**src/rtl/uart_irq_pkg.sv**
```systemverilog
package uart_irq_pkg;
  localparam int NSRC = 11;
  localparam int NOUT = 6;
  localparam int DW   = 32;

  localparam int B_RI  = 0;
  localparam int B_CTS = 1;
  localparam int B_DCD = 2;
  localparam int B_DSR = 3;
  localparam int B_RX  = 4;
  localparam int B_TX  = 5;
  localparam int B_RT  = 6;
  localparam int B_FE  = 7;
  localparam int B_PE  = 8;
  localparam int B_BE  = 9;
  localparam int B_OE  = 10;

  typedef logic [NSRC-1:0] irq_vec_t;

  localparam logic [11:0] OFS_DATA = 12'h000;
  localparam logic [11:0] OFS_MASK = 12'h038;
  localparam logic [11:0] OFS_RAW  = 12'h03C;
  localparam logic [11:0] OFS_MSKD = 12'h040;
  localparam logic [11:0] OFS_CLR  = 12'h044;

  typedef enum logic [2:0] {
    SEL_NONE, SEL_MASK, SEL_RAW, SEL_MSKD, SEL_CLR
  } rd_sel_e;

  // Which raw sources feed each output line
  function automatic irq_vec_t line_sources(input int line);
    irq_vec_t v;
    v = '0;
    case (line)
      0: v = '1;
      1: v[B_RX] = 1'b1;
      2: v[B_TX] = 1'b1;
      3: v[B_RT] = 1'b1;
      4: begin
        v[B_RI] = 1'b1; v[B_CTS] = 1'b1; v[B_DCD] = 1'b1; v[B_DSR] = 1'b1;
      end
      5: begin
        v[B_FE] = 1'b1; v[B_PE] = 1'b1; v[B_BE] = 1'b1; v[B_OE] = 1'b1;
      end
      default: v = '0;
    endcase
    return v;
  endfunction
endpackage

```
**src/rtl/uart_irq_decode.sv**
```systemverilog
module uart_irq_decode
  import uart_irq_pkg::*;
#(
  parameter int ADDR_W = 12
) (
  input  logic              wr_i,
  input  logic [ADDR_W-1:0] addr_i,
  output logic              wr_data_o,
  output logic              wr_mask_o,
  output logic              wr_clr_o,
  output rd_sel_e           rd_sel_o
);
  localparam int AW = (ADDR_W > 12) ? ADDR_W : 12;

  logic [AW-1:0] a;
  assign a = AW'(addr_i);

  function automatic logic hit(input logic [AW-1:0] x, input logic [11:0] ofs);
    return x == AW'(ofs);
  endfunction

  assign wr_data_o = wr_i && hit(a, OFS_DATA);
  assign wr_mask_o = wr_i && hit(a, OFS_MASK);
  assign wr_clr_o  = wr_i && hit(a, OFS_CLR);

  always_comb begin
    rd_sel_o = SEL_NONE;
    if (hit(a, OFS_MASK))      rd_sel_o = SEL_MASK;
    else if (hit(a, OFS_RAW))  rd_sel_o = SEL_RAW;
    else if (hit(a, OFS_MSKD)) rd_sel_o = SEL_MSKD;
    else if (hit(a, OFS_CLR))  rd_sel_o = SEL_CLR;
  end
endmodule

```
**src/rtl/uart_irq_state.sv**
```systemverilog
module uart_irq_state
  import uart_irq_pkg::*;
(
  input  logic     clk,
  input  logic     rst_n,
  input  irq_vec_t evt_i,
  input  logic     wr_data_i,
  input  logic     wr_mask_i,
  input  logic     wr_clr_i,
  input  irq_vec_t wdata_i,
  output irq_vec_t raw_q_o,
  output irq_vec_t mask_q_o,
  output irq_vec_t raw_next_o,
  output irq_vec_t mask_next_o
);
  irq_vec_t raw_q, mask_q, set_v, clr_v;

  always_comb begin
    set_v = evt_i;
    set_v[B_TX] = evt_i[B_TX] | wr_data_i;
    clr_v = wr_clr_i ? wdata_i : '0;
    // set dominates a simultaneous clear
    raw_next_o  = (raw_q & ~clr_v) | set_v;
    mask_next_o = wr_mask_i ? wdata_i : mask_q;
  end

  always_ff @(posedge clk) begin
    if (!rst_n) begin
      raw_q  <= '0;
      mask_q <= '0;
    end else begin
      raw_q  <= raw_next_o;
      mask_q <= mask_next_o;
    end
  end

  assign raw_q_o  = raw_q;
  assign mask_q_o = mask_q;
endmodule

```
**src/rtl/uart_irq_route.sv**
```systemverilog
module uart_irq_route
  import uart_irq_pkg::*;
(
  input  logic            clk,
  input  logic            rst_n,
  input  irq_vec_t        raw_next_i,
  input  irq_vec_t        mask_next_i,
  output logic [NOUT-1:0] irq_o
);
  irq_vec_t enabled;
  assign enabled = raw_next_i & mask_next_i;

  for (genvar g = 0; g < NOUT; g++) begin : g_line
    localparam irq_vec_t SEL = line_sources(g);
    logic q;
    always_ff @(posedge clk) begin
      if (!rst_n) q <= 1'b0;
      else        q <= |(enabled & SEL);
    end
    assign irq_o[g] = q;
  end
endmodule

```
**src/rtl/uart_irq_ctrl.sv**
```systemverilog
module uart_irq_ctrl
  import uart_irq_pkg::*;
#(
  parameter int ADDR_W = 12
) (
  input  logic              clk,
  input  logic              rst_n,
  input  logic              reg_wr_i,
  input  logic [ADDR_W-1:0] reg_addr_i,
  input  logic [DW-1:0]     reg_wdata_i,
  output logic [DW-1:0]     reg_rdata_o,
  input  logic [NSRC-1:0]   evt_set_i,
  output logic [NOUT-1:0]   irq_o
);
  logic     wr_data, wr_mask, wr_clr;
  rd_sel_e  rd_sel;
  irq_vec_t raw_q, mask_q, raw_next, mask_next;

  uart_irq_decode #(.ADDR_W(ADDR_W)) u_dec (
    .wr_i      (reg_wr_i),
    .addr_i    (reg_addr_i),
    .wr_data_o (wr_data),
    .wr_mask_o (wr_mask),
    .wr_clr_o  (wr_clr),
    .rd_sel_o  (rd_sel)
  );

  uart_irq_state u_state (
    .clk         (clk),
    .rst_n       (rst_n),
    .evt_i       (evt_set_i),
    .wr_data_i   (wr_data),
    .wr_mask_i   (wr_mask),
    .wr_clr_i    (wr_clr),
    .wdata_i     (reg_wdata_i[NSRC-1:0]),
    .raw_q_o     (raw_q),
    .mask_q_o    (mask_q),
    .raw_next_o  (raw_next),
    .mask_next_o (mask_next)
  );

  uart_irq_route u_route (
    .clk         (clk),
    .rst_n       (rst_n),
    .raw_next_i  (raw_next),
    .mask_next_i (mask_next),
    .irq_o       (irq_o)
  );

  always_comb begin
    reg_rdata_o = '0;
    case (rd_sel)
      SEL_MASK: reg_rdata_o[NSRC-1:0] = mask_q;
      SEL_RAW:  reg_rdata_o[NSRC-1:0] = raw_q;
      SEL_MSKD: reg_rdata_o[NSRC-1:0] = raw_q & mask_q;
      default:  reg_rdata_o = '0;
    endcase
  end
endmodule

```
**config.mk**
```make
export PLATFORM = sky130hd
export DESIGN_NAME = uart_irq_ctrl
export DESIGN_NICKNAME = d
export VERILOG_FILES = /design/src/rtl/uart_irq_pkg.sv /design/src/rtl/uart_irq_decode.sv /design/src/rtl/uart_irq_state.sv /design/src/rtl/uart_irq_route.sv /design/src/rtl/uart_irq_ctrl.sv
export SDC_FILE = /design/constraint.sdc
export NUM_CORES = 1
export LEC_CHECK = 0
export ABC_CLOCK_PERIOD_IN_PS = 2800
export BUFFER_PORTS_ARGS = -buffer_cell sky130_fd_sc_hd__buf_2
export CORE_ASPECT_RATIO = 0.8
export CORE_MARGIN = 3
export CORE_UTILIZATION = 45
export DETAILED_ROUTE_END_ITERATION = 8
export PLACE_DENSITY = 0.8
export SETUP_SLACK_MARGIN = 0.5
export SYNTH_ARGS = -nofsm -noshare
export SYNTH_HDL_FRONTEND = slang
export SYNTH_HIERARCHICAL = 1
export SYNTH_SLANG_ARGS = --single-unit
```
**constraint.sdc**
```tcl
create_clock -name clk -period 2.8 [get_ports clk]
set_input_delay 0.14 -clock clk [delete_from_list [all_inputs] [get_ports clk]]
set_output_delay 0.14 -clock clk [all_outputs]
set_load 0.005 [all_outputs]
```
==> impl_summary.md <==
Detailed routing
The pre-antenna-repair detailed-routing pass consisted of 4 iterations. The via-per-instance ratio is 4.771. In this run, the number of DRC markers left after iteration 0 of detailed routing was 40.

The via count of the routed design is 1398. The final layout contains routed wiring with a total length of 3713 microns. The number of nets still failing antenna checks after routing is 0. The remaining routing DRC violations is 0. The average detailed-routed wire length per instance is 12.67 microns.

Synth
Counting flops with a built-in enable in the synthesized netlist gives 0. The top cell type by area accounts for 31.00% of the synthesized area. The synthesized design contains 28 register bits. Synthesis produced 193 cells. The most frequently used flop master after synthesis is dfxtp_1.

For this run, the number of Yosys warnings is 6. After synthesis the cells add up to 1808 sq um. For this run, asynchronously set or reset flops after synthesis account for 0%. By area the synthesized netlist is led by dfxtp_1 (31%), buf_4 (11%), a221oi_2 (8.3%), mux2_4 (8.3%), o21ba_2 (5.5%). Of all cell types, the one taking the most synthesized area is dfxtp_1.

The number of different library cells in the post-synthesis netlist is 38. After synthesis, flip-flops and latches occupy 31.00% of the total area. The mean instance size in the synthesized netlist is 9.368 sq um.

Power and ir drop
For this design the static power due to leakage is 1.012 nW. The power per unit of standard cell area is 394.5 nW/um^2. The maximum resistive drop on vdd is 319.2 uV.

Clock network
TritonCTS built the clock tree. The number of buffers on the longest clock path is 2. The clock latency on the worst-skew pair is 0.28 ns. The CTS sink count is 28. The clock transition at the registers of the reported paths is 0.10 ns. The clock buffer count from CTS is 3. The hold buffer count at CTS is 0.

The root buffer cell chosen for the clock tree is clkbuf_8. CTS built an H-tree with a depth of 1.

Final layout
The cell area after layout is 2079 sq um. The leading cell type in the layout, fill and taps excluded is buf_2. The layout cell share with drive strength beyond 1 is 42.32%. The area growth from synthesis to layout is 15.02%.

In the layout the commonest cells are buf_2 (53), dfxtp_1 (28), inv_1 (24). The final layout contains 300 nets. The finished layout holds 293 standard cells, fillers aside.

The number of antenna cells inserted is 0.

STA
The number of failing setup endpoints in the final timing report is 0. The final count of pins violating max slew is 0. The highest attainable clock frequency is 0.4545 GHz. The final clock skew is 0.01029 ns. The worst pin sits at a relative slew slack of 49.08%. The final number of hold-violating endpoints is 0. Adding up every negative setup slack in the final design gives 0 ns. The smallest clock period supported by the final layout is computed as 2.200 ns. Setup repair after global routing left no endpoint under its margin.

The worst path uses 78.58% of the clock period. The transition at the pin with the smallest max-transition slack is 0.7633 ns.

Critical path
The worst setup path is launched from an input pin. The cell with the largest stage delay on the worst path is or4b_4. Walking the worst path, the cells encountered are buf_2, nor4_2, or4b_4, nor2_2, a21boi_0, or3_1, a222oi_1, nand3_1, o21a_1. In this design, the stage delay of the slowest critical-path cell is 0.53 ns. Of all nets on the critical path, the largest fanout is 4. The cell family contributing the most delay on the critical path is simple AND/OR/NAND/NOR gates. In this run the register-to-register setup slack is 1.24 ns. The worst path arrival time is 2.39 ns. STA puts the critical path data required time at 2.99 ns. The worst setup path is captured at a register. Together, buffers and inverters on the worst path number 1. The critical path in this run is classified as input pin to register.

Worst hold path
The tightest min-delay check is of the input pin to register type.

Placed design
Port buffering added 53 buffers. The routability congestion estimate from global placement is 0.7729. The total half-perimeter wirelength after legalization and detailed placement is 2775 microns. The number of instances in the placed design is 289.

The placed instances occupy a cell area of 1999 sq um.

Floorplan
The total die area is 4819 sq um. The initial core utilization is 49.71%. The cell row count is 19. The floorplan step set the die width to 76.87 microns. The core footprint is 3637 sq um. The chip height is 62.70 microns.

The number of primary I/O pins is 96.

Outcome
The flow ran to the end, and the final reports show no timing, DRC or antenna violations.

Global routing
The final global-route overflow total is 0. The number of global-route vias before repair was 1286. Entering global routing, the biggest net connects 29 pins. The overall track demand over capacity in global routing is 15.10%.

The number of antenna violations at the first check in global routing is 0. The first-pass GRT wire length is 5865 microns.

Flow run
The max-cap check violation count is 0.
power by group:
group / internal, W / switching (W) / leakage (nW)
combinational: 0.0000437 / 0.0000424 / 0.747
sequential: 0.000409 / 0.00000727 / 0.229
clock: 0.000192 / 0.000126 / 0.0357
total: 0.000645 / 0.000176 / 1.01
logic make-up (layout without fill, tap and decap cells):
kind of cell / count (synthesis) / count (layout) / share of synthesized area, %
mux: 11 / 11 / 8.927
flops: 28 / 28 / 31.00
simple gates: 42 / 42 / 13.91
buf+inv: 58 / 86 / 19.17
other cells: 1 / 21 / 0.2074
compound gates: 53 / 53 / 26.78
synth_stat cells (2+ instances only):
cell type and n:
a221oi_2 10, buf_6 2, nor4b_1 2, inv_1 24, nand2_1 11, nor2_1 4
clkbuf_1 2, a21boi_0 2, a22oi_1 4, mux2_4 10, nand3_1 2, and2_1 11
buf_2 2, a21o_1 10, dfxtp_1 28, buf_4 27, and2_4 2, and3_1 2
o21ai_0 10, o21ba_2 10
metrics by stage:
step / worst slack, ns / util [%] / hold WS, ns / total power, W
floorplan: 0.6567 / - / 0.2575 / 0.0004904
global placement: 0.2866 / 54.97 / 0.3718 / 0.0005081
global route: 0.5163 / 57.17 / 0.09127 / 0.0008593
CTS: 0.5548 / 56.93 / 0.08550 / 0.0008312
finish: 0.5997 / 57.17 / 0.09454 / 0.0008204
detailed placement: 0.2452 / 54.97 / 0.3773 / 0.0005099
repair_timing:
action / 4_1_cts / 5_1_grt
endpoints found under the setup margin: 0 / 2
buffers inserted: 0 / 0
resized for setup: 0 / 2
registers in the layout, summed over array words and instances, names as in the netlist:
register and cells:
u_route/g_line.q 6, u_state/mask_q_o 11, u_state/raw_q_o 11
layer usage:
metal	track usage [%]	wire, microns
met1	19.42	1667
met2	25.00	1789
met3	4.323	223
met4	3.394	32
met5	0	0
cell type report:
type / instances / area [sq um]
flip-flops and latches: 28 / 560.5
clock buffers: 3 / 41.29
multi-input cells: 127 / 989.7
inverters: 24 / 90.09
fillers: 354 / 1558
clock inverters: 1 / 30.03
well taps: 52 / 65.06
repair buffers: 58 / 302.8
path summary, 6_finish.rpt:
path	start	to	cells after the start
worst min-delay path	evt_set_i[5]	u_state/raw_q_o[5]$_SDFF_PN0_	2
worst max-delay path	reg_addr_i[8]	u_route/g_line[0].q$_SDFF_PN0_	9
worst min register to register	u_state/mask_q_o[8]$_SDFF_PN0_	u_state/mask_q_o[8]$_SDFF_PN0_	2
worst max register to register	u_state/raw_q_o[5]$_SDFF_PN0_	u_route/g_line[0].q$_SDFF_PN0_	5
No activity file was read; power rests on OpenSTA's default activity.
